===== config.mk =====
export PLATFORM = sky130hd
export DESIGN_NAME = rei_accum
export DESIGN_NICKNAME = d
export VERILOG_FILES = /design/src/rtl/rei_pkg.sv /design/src/rtl/rei_decode.sv /design/src/rtl/rei_sat_acc.sv /design/src/rtl/rei_accum.sv
export SDC_FILE = /design/constraint.sdc
export NUM_CORES = 1
export LEC_CHECK = 0
export BUFFER_PORTS_ARGS = -buffer_cell sky130_fd_sc_hd__buf_2
export CELL_PAD_IN_SITES_DETAIL_PLACEMENT = 2
export CELL_PAD_IN_SITES_GLOBAL_PLACEMENT = 2
export CORE_ASPECT_RATIO = 1.2
export CORE_MARGIN = 8
export CORE_UTILIZATION = 40
export CTS_BUF_LIST = sky130_fd_sc_hd__clkbuf_8
export DETAILED_ROUTE_END_ITERATION = 8
export PLACE_DENSITY_LB_ADDON = 0.1
export SYNTH_ARGS = -nofsm -noshare
export SYNTH_HDL_FRONTEND = slang
export SYNTH_HIERARCHICAL = 1
export SYNTH_SLANG_ARGS = --single-unit

===== constraint.sdc =====
create_clock -name clk -period 11.05 [get_ports clk]
set_input_delay 0.5525 -clock clk [delete_from_list [all_inputs] [get_ports clk]]
set_output_delay 0.5525 -clock clk [all_outputs]
set_load 0.01 [all_outputs]

===== src/rtl/rei_pkg.sv =====
// Shared types and per-rate constants for the remote error indication accumulator.
// Assumes the line rate code is stable while a frame strobe is presented.
package rei_pkg;

    localparam int M1_W      = 8;
    localparam int BLK_INC_W = 5;

    typedef enum logic [1:0] {
        RATE_STS1  = 2'd0,
        RATE_STS3  = 2'd1,
        RATE_STS12 = 2'd2,
        RATE_STS48 = 2'd3
    } rate_e;

    // Largest remote error count the byte may legally carry at a rate.
    function automatic logic [M1_W-1:0] max_legal(input rate_e r);
        case (r)
            RATE_STS1:  max_legal = 8'd8;
            RATE_STS3:  max_legal = 8'd24;
            RATE_STS12: max_legal = 8'd96;
            default:    max_legal = 8'd255;
        endcase
    endfunction

    // Number of STM-1 equivalents carried in one frame at a rate.
    function automatic logic [BLK_INC_W-1:0] stm1_count(input rate_e r);
        case (r)
            RATE_STS1:  stm1_count = 5'd1;
            RATE_STS3:  stm1_count = 5'd1;
            RATE_STS12: stm1_count = 5'd4;
            default:    stm1_count = 5'd16;
        endcase
    endfunction

endpackage


===== src/rtl/rei_decode.sv =====
// Decodes one received M1 byte into a BIP error increment and a block error increment.
// Purely combinational; both increments are zero when no frame is valid.
// Assumes rate_sel and blk_per_stm1 are quasi-static configuration.
module rei_decode
    import rei_pkg::*;
(
    input  logic                 frame_vld,
    input  logic [M1_W-1:0]      m1_byte,
    input  logic                 blk_per_stm1,
    input  logic [1:0]           rate_sel,
    output logic [M1_W-1:0]      bip_inc,
    output logic [BLK_INC_W-1:0] blk_inc
);

    rate_e                 rate;
    logic [M1_W-1:0]       err;
    logic [BLK_INC_W-1:0]  cap;

    // Legality check: counts beyond the rate's limit are taken as no errors.
    always_comb begin
        rate = rate_e'(rate_sel);
        err  = (frame_vld && (m1_byte <= max_legal(rate))) ? m1_byte : '0;
        cap  = stm1_count(rate);
    end

    // Block evaluation under the selected block definition.
    always_comb begin
        bip_inc = err;
        if (!blk_per_stm1) begin
            blk_inc = (err != '0) ? BLK_INC_W'(1) : '0;
        end else if (err >= M1_W'(cap)) begin
            blk_inc = cap;
        end else begin
            blk_inc = err[BLK_INC_W-1:0];
        end
    end

endmodule


===== src/rtl/rei_sat_acc.sv =====
// Saturating accumulator with a snapshot holding register.
// On clr the holding register takes the live value, and the live value restarts at inc.
// Assumes W >= INC_W.
module rei_sat_acc #(
    parameter int W     = 21,
    parameter int INC_W = 8
) (
    input  logic             clk,
    input  logic             rst_n,
    input  logic [INC_W-1:0] inc,
    input  logic             clr,
    output logic [W-1:0]     live,
    output logic [W-1:0]     hold
);

    localparam int SUM_W = W + 1;

    logic [SUM_W-1:0] base;
    logic [SUM_W-1:0] sum;
    logic [W-1:0]     nxt;

    // Next live value: restart or add, clamped to all-ones on carry out.
    always_comb begin
        base = clr ? '0 : {1'b0, live};
        sum  = base + {{(SUM_W-INC_W){1'b0}}, inc};
        nxt  = sum[W] ? {W{1'b1}} : sum[W-1:0];
    end

    // Live and holding registers.
    always_ff @(posedge clk) begin
        if (!rst_n) begin
            live <= '0;
            hold <= '0;
        end else begin
            live <= nxt;
            if (clr) begin
                hold <= live;
            end
        end
    end

endmodule


===== src/rtl/rei_accum.sv =====
// Remote error indication accumulator: decodes M1 once per frame and keeps
// saturating BIP and block error totals, read out through a snapshot.
// Assumes frame_vld is a single-cycle strobe per received frame.
module rei_accum
    import rei_pkg::*;
#(
    parameter int BIP_W = 21,
    parameter int BLK_W = 17
) (
    input  logic             clk,
    input  logic             rst_n,
    input  logic             frame_vld,
    input  logic [7:0]       m1_byte,
    input  logic             blk_per_stm1,
    input  logic [1:0]       rate_sel,
    input  logic             snap_req,
    output logic [BIP_W-1:0] bip_cnt,
    output logic [BLK_W-1:0] blk_cnt
);

    logic [M1_W-1:0]      bip_inc;
    logic [BLK_INC_W-1:0] blk_inc;
    logic [BIP_W-1:0]     live_bip;
    logic [BLK_W-1:0]     live_blk;

    rei_decode u_decode (
        .frame_vld    (frame_vld),
        .m1_byte      (m1_byte),
        .blk_per_stm1 (blk_per_stm1),
        .rate_sel     (rate_sel),
        .bip_inc      (bip_inc),
        .blk_inc      (blk_inc)
    );

    rei_sat_acc #(.W(BIP_W), .INC_W(M1_W)) u_bip_acc (
        .clk   (clk),
        .rst_n (rst_n),
        .inc   (bip_inc),
        .clr   (snap_req),
        .live  (live_bip),
        .hold  (bip_cnt)
    );

    rei_sat_acc #(.W(BLK_W), .INC_W(BLK_INC_W)) u_blk_acc (
        .clk   (clk),
        .rst_n (rst_n),
        .inc   (blk_inc),
        .clr   (snap_req),
        .live  (live_blk),
        .hold  (blk_cnt)
    );

endmodule


======== Yosys cells after proc, flatten, opt, wreduce, memory -nomap -nowiden ========
Cells that the tools add are included.
storage, ports and cells
  output and inout bits ................... 38
  register bits ........................... 76
  bits of input ports ..................... 15
  logic and storage cells ................. 24
cells by class
  multiplexer cells ....................... 10
  magnitude comparators ................... 2
  add/subtract/negate cells ............... 2
  reductions and logical operators ........ 4
  equal/unequal tests ..................... 2
operators with widths
  kind                                            number
  2-to-1 mux 21 bit                               2
  2-to-1 mux 17 bit                               2
  case mux 8 bit (3 select lines)                 1
  adder 22 x 8 -> 22 bit                          1
  adder 18 x 5 -> 18 bit                          1
  2-to-1 mux 5 bit                                2
  case mux 5 bit (2 select lines)                 1
  >= comparator 8 x 5 -> 1 bit                    1
  less-or-equal comparator 8 bit                  1
  2-to-1 mux 8 bit                                1
  nonzero test 8 bit                              1
  == test 2 x 1 -> 1 bit (second input constant)  1
  == test 2 bit (second input constant)           1
  logical NOT 2 bit                               1
  OR reduction 2 bit                              1
  logical AND 1 bit                               1
  2-to-1 mux 1 bit                                1

======== Depth between registers and ports, before layout ========
  word-level depth ........................ 10
  gate-level depth with buffers ........... 23
  depth with buffers taken out ............ 22

======== Modules after synthesis ========
Netlist, hierarchy kept.
modules (own cells, without submodules)
  module                   times used  cells each  area each (um2)  sequential area each (um2)
  rei_sat_acc (u_bip_acc)  1           229         2055.7           840.8
  rei_sat_acc (u_blk_acc)  1           172         1695.4           680.7
  rei_decode               1           78          604.3            0.0

======== Worst setup path before layout ========
No wires, ideal clock.
  path kind ............................... input -> register
  start ................................... input port rate_sel[1]
  end ..................................... register u_blk_acc.live[15]
  library setup time ...................... 91 ps
  required time ........................... 10959 ps
  stages .................................. 22
  buffers on the path ..................... 2
  arrival time ............................ 4562 ps
  path slack .............................. 6397 ps
  cell sequence ........................... nand2_1 ha_1 nor2b_1 o211ai_2 a21boi_2 o21ai_1 buf_6 nand2_1 ha_1 nand2b_1 a21oi_1 o21a_2 o22ai_1 a2111oi_2 mux2i_1 ha_1 a21oi_1 and2_1 a21oi_1 buf_2 and4_1 a311oi_1
on the way
  cells in the longest elaborated chain, start to end .. 10
  elaborated cells on any way between the ends .. 16
  those cells by class .................... 1 x add/sub; 2 x order compare; 2 x eq/ne; 7 x mux; 4 x reduce/logical
ends and longest elaborated chain
  what                                   line                          source
  from (decl)                            rei_accum.sv:15               input logic [1:0] rate_sel,
  == test 2 bit (tied with other cells)  rei_pkg.sv:17, rei_pkg.sv:27
  case mux 8 bit (3 select lines)        rei_pkg.sv:17                 case (r)
  less-or-equal comparator 8 bit         rei_decode.sv:22              err = (frame_vld && (m1_byte <= max_legal(rate))) ? m1_byte : '0;
  logical AND 1 bit                      rei_decode.sv:22
  2-to-1 mux 8 bit                       rei_decode.sv:22
  >= comparator 8 x 5 -> 1 bit           rei_decode.sv:31              end else if (err >= M1_W'(cap)) begin
  2-to-1 mux 5 bit (*)                   rei_decode.sv:31
  2-to-1 mux 5 bit (*)                   rei_decode.sv:29              if (!blk_per_stm1) begin
  net blk_inc[4]                         rei_accum.sv:22               logic [BLK_INC_W-1:0] blk_inc;
  adder 18 x 5 -> 18 bit (*)             rei_sat_acc.sv:25             sum = base + {{(SUM_W-INC_W){1'b0}}, inc};
  2-to-1 mux 17 bit (*)                  rei_sat_acc.sv:26             nxt = sum[W] ? {W{1'b1}} : sum[W-1:0];
  to (signal assigned)                   rei_sat_acc.sv:35             live <= nxt;
  to (decl)                              rei_sat_acc.sv:12             output logic [W-1:0] live,
The timed path passes the listed nets; every way through them passes the cells marked *.
A chain may end at the register's enable or synchronous reset.

======== Worst setup path in the final report ========
  start ................................... input port rate_sel[1]
  end ..................................... register u_blk_acc.live[2]
The elaborated chain is that of the path after synthesis.

==> metrics.yaml <==
die_width_um: 111
crit_type: "input port to flip-flop"
grt_usage_pct: 18.0
vdd.ir_drop.worst_mv: 0.0664
postRouteAntennaNets: 0
synth.distinct_cells: 65
p_switching_uw: 149
antenna_found_initial: 0
wl_met3_um: 350
grt-ovfl-total: 0
start_util_pct: 41.2
r2r_end: "u_bip_acc/live[15]"
finalSetupTns_ns: 0
synth_nets: 520
wl_um: 12700
htree_levels: 3
numCtsBuffers: 9
core_um2: 10600
final_max_slew_viol_count: 0
synth.avg_cell_area_um2: 9.09
synth_area_um2: 4360
cts_tree: "yes"
cts-resized-gates: 0
drv_cap: 0
swShare_pct: 25.9
die_height_um: 130
synth_commonest_cells: "dfxtp_1 (76), nor2_1 (50), mux2i_1 (40)"
status: "finished clean"
cts.clk_slew.worst_paths_ns: 0.08
cts_hold_repair.buffers: 0
r2r_slack_ns: 7.97
hold_viol_final: 0
drt_first_pass_iters: 4
min_from: "u_bip_acc/hold[12]"
synth_flop_cell: "dfxtp_1"
grt_pass1_vias: 4224
cts-root-buf: "clkbuf_8"
ys_ff_latch: 76
clock_latency_ns: 0.36
highest_layer: "met4"
hpwl_um: 9350
yosysMostFrequentCell: "dfxtp_1"
fin_skew_ns: 0.0103
diodes: 0
period_needed_ns: 5.59
worst_slew_pin_slew_ns: 0.819
final_layout_size_suffix_gt1_share_pct: 17.3
grt_max_degree: 40
clkSinkCount: 76
hold_path.class: "flip-flop to flip-flop"
rows: 41
synth_edf_count: 0
area_growth_pct: 12.0
fmax_mhz: 179
relSlewSlack_pct: 45.1
die-area_um2: 14500
post-synth-top-area-cell: "dfxtp_1"
pwr-share-comb_pct: 12.1
wire_per_inst_um: 19.5
min_period_over_period_pct: 50.6
seq_area_frac_synth_pct: 34.9
synth.top_cell.area_share_pct: 34.9
syn-instance-count: 479
p_per_area_nw_per_um2: 118
end_kind: "flip-flop"
rsz0062_at_grt: "false"
met2_wirelength_um: 6530
utilization_pct: 46.2
vias: 3670
io_buffers: 52
drt_drc_violations_left: 0
wirelength_met1_um: 5590
gp_congestion: 0.828
vias_per_cell: 5.61
final_nets: 562
grt_pass1_wl_um: 21400
setup_ws_ns: 5.46
drt_iter0_markers: 119
leakagePower_uw: 0.00216
r2r_cells: 9
dp_worst_setup_slack_ns: 5.14
p_clk_share_pct: 39.0
r2r-start: "u_bip_acc/live[1]"
async_flop_share_pct: 0
synth.area.top_cells: "dfxtp_1 (35%), mux2i_1 (9.2%), ha_1 (6.9%)"
cp_max_fo: 13
seq_power_share_pct: 48.9
setup_viol: 0
hold_path_end: "u_bip_acc/hold[12]"
worst_setup_path_start_kind: "input port"
boundaryPins: 53
min_path_cells: 2
p_int_uw: 426
cp_data_arrival_time_ns: 5.88
cts_setup_buffers: 0
yosysWarnings: 6
clock_tree.buffer_depth: 2
cp.required_ns: 11.34
per-stage QoR:
step	power (uW)	instance area [um2]	instances	hold slack, ns
finish	575	4880	654	0.490
global route	602	4880	654	0.530
CTS	584	4880	654	0.501
detailed placement	357	4670	639	0.482
global placement	354	4670	639	0.466
floorplan	337	4360	479	0.456
placed cells by master (no fill, tap or decap), types with 4 or more instances in the layout:
| cell type | count |
|---|---|
| ha_1 | 24 |
| nand2_1 | 25 |
| inv_1 | 29 |
| nand4_1 | 5 |
| a21o_1 | 4 |
| o2111ai_1 | 5 |
| nor3_1 | 6 |
| nand3_1 | 8 |
| nor2b_1 | 21 |
| xnor2_1 | 13 |
| nand2b_1 | 8 |
| buf_2 | 51 |
| a21oi_1 | 29 |
| o21ai_0 | 7 |
| mux2i_1 | 40 |
| and2_1 | 8 |
| dfxtp_1 | 76 |
| o21a_1 | 16 |
| o21ai_1 | 4 |
| and4_1 | 5 |
| xor2_1 | 8 |
| nor2_1 | 50 |
| or3_1 | 9 |
| clkbuf_8 | 12 |
worst max-delay path by stage:
stage	from	endpoint	slack, ns	depth (start not counted)
finish	rate_sel[1]	u_blk_acc/live[2]	5.46	20
global placement	rate_sel[1]	u_blk_acc/live[3]	5.50	21
floorplan	rate_sel[1]	u_blk_acc/live[15]	6.40	22
global route	rate_sel[1]	u_blk_acc/live[15]	5.01	20
CTS	rate_sel[1]	u_blk_acc/live[2]	5.47	20
detailed placement	rate_sel[1]	u_blk_acc/live[3]	5.14	20
state kept, by name, indices dropped and copies added (netlist names):
name            count
u_bip_acc/hold     21
u_blk_acc/live     17
u_blk_acc/hold     17
u_bip_acc/live     21
power groups by stage:
stage	combinational [uW]	sequential, uW	clock, uW
after floorplan	50.0	287	0
after global placement	66.5	287	0
after detailed placement	69.8	287	0
after CTS	70.5	281	232
after global routing	76.3	282	244
final	69.6	281	224
worst max-delay path, stage by stage:
cell and delay (ns):
buf_2 0.13, inv_1 0.09, ha_1 0.32, a211oi_2 0.27, o21ai_1 0.17, o21ai_1 0.69, nand2_1 0.18, ha_1 0.32
nand2b_1 0.14, a21oi_1 0.15, o21a_2 0.16, o22ai_1 0.12, a2111oi_2 0.50, mux2i_1 0.15, ha_1 0.40, a21oi_1 0.14
and2_1 0.18, a21oi_1 0.58, and4_4 0.45, o21a_1 0.19
kinds of logic after synthesis:
| logic type | after synthesis | share of synthesized area, % |
|---|---|---|
| AO/OA/AOI/OAI | 92 | 15.4 |
| XOR/XNOR | 21 | 4.22 |
| adder cells (fa/ha/maj) | 26 | 7.81 |
| buffers and inverters | 50 | 5.08 |
| flip-flops | 76 | 34.9 |
| multiplexers | 40 | 9.19 |
| AND/OR/NAND/NOR | 174 | 23.3 |
layer usage:
layer | global-route usage (%) | up-vias
li1 | - | 1771
met1 | 20.3 | 1826
met2 | 32.8 | 55
met3 | 3.31 | 18
met4 | 7.38 | 0
met5 | 0 | -
layout make-up:
class	instances	area, um2
inverter	27	101
fill	1200	5690
clock buffer	12	165
tap	129	161
clock inverter	3	37.5
timing repair buffer	54	278
sequential	76	1520
multi-input combinational	353	2610
Note: power is estimated with default switching activity, not from simulation.
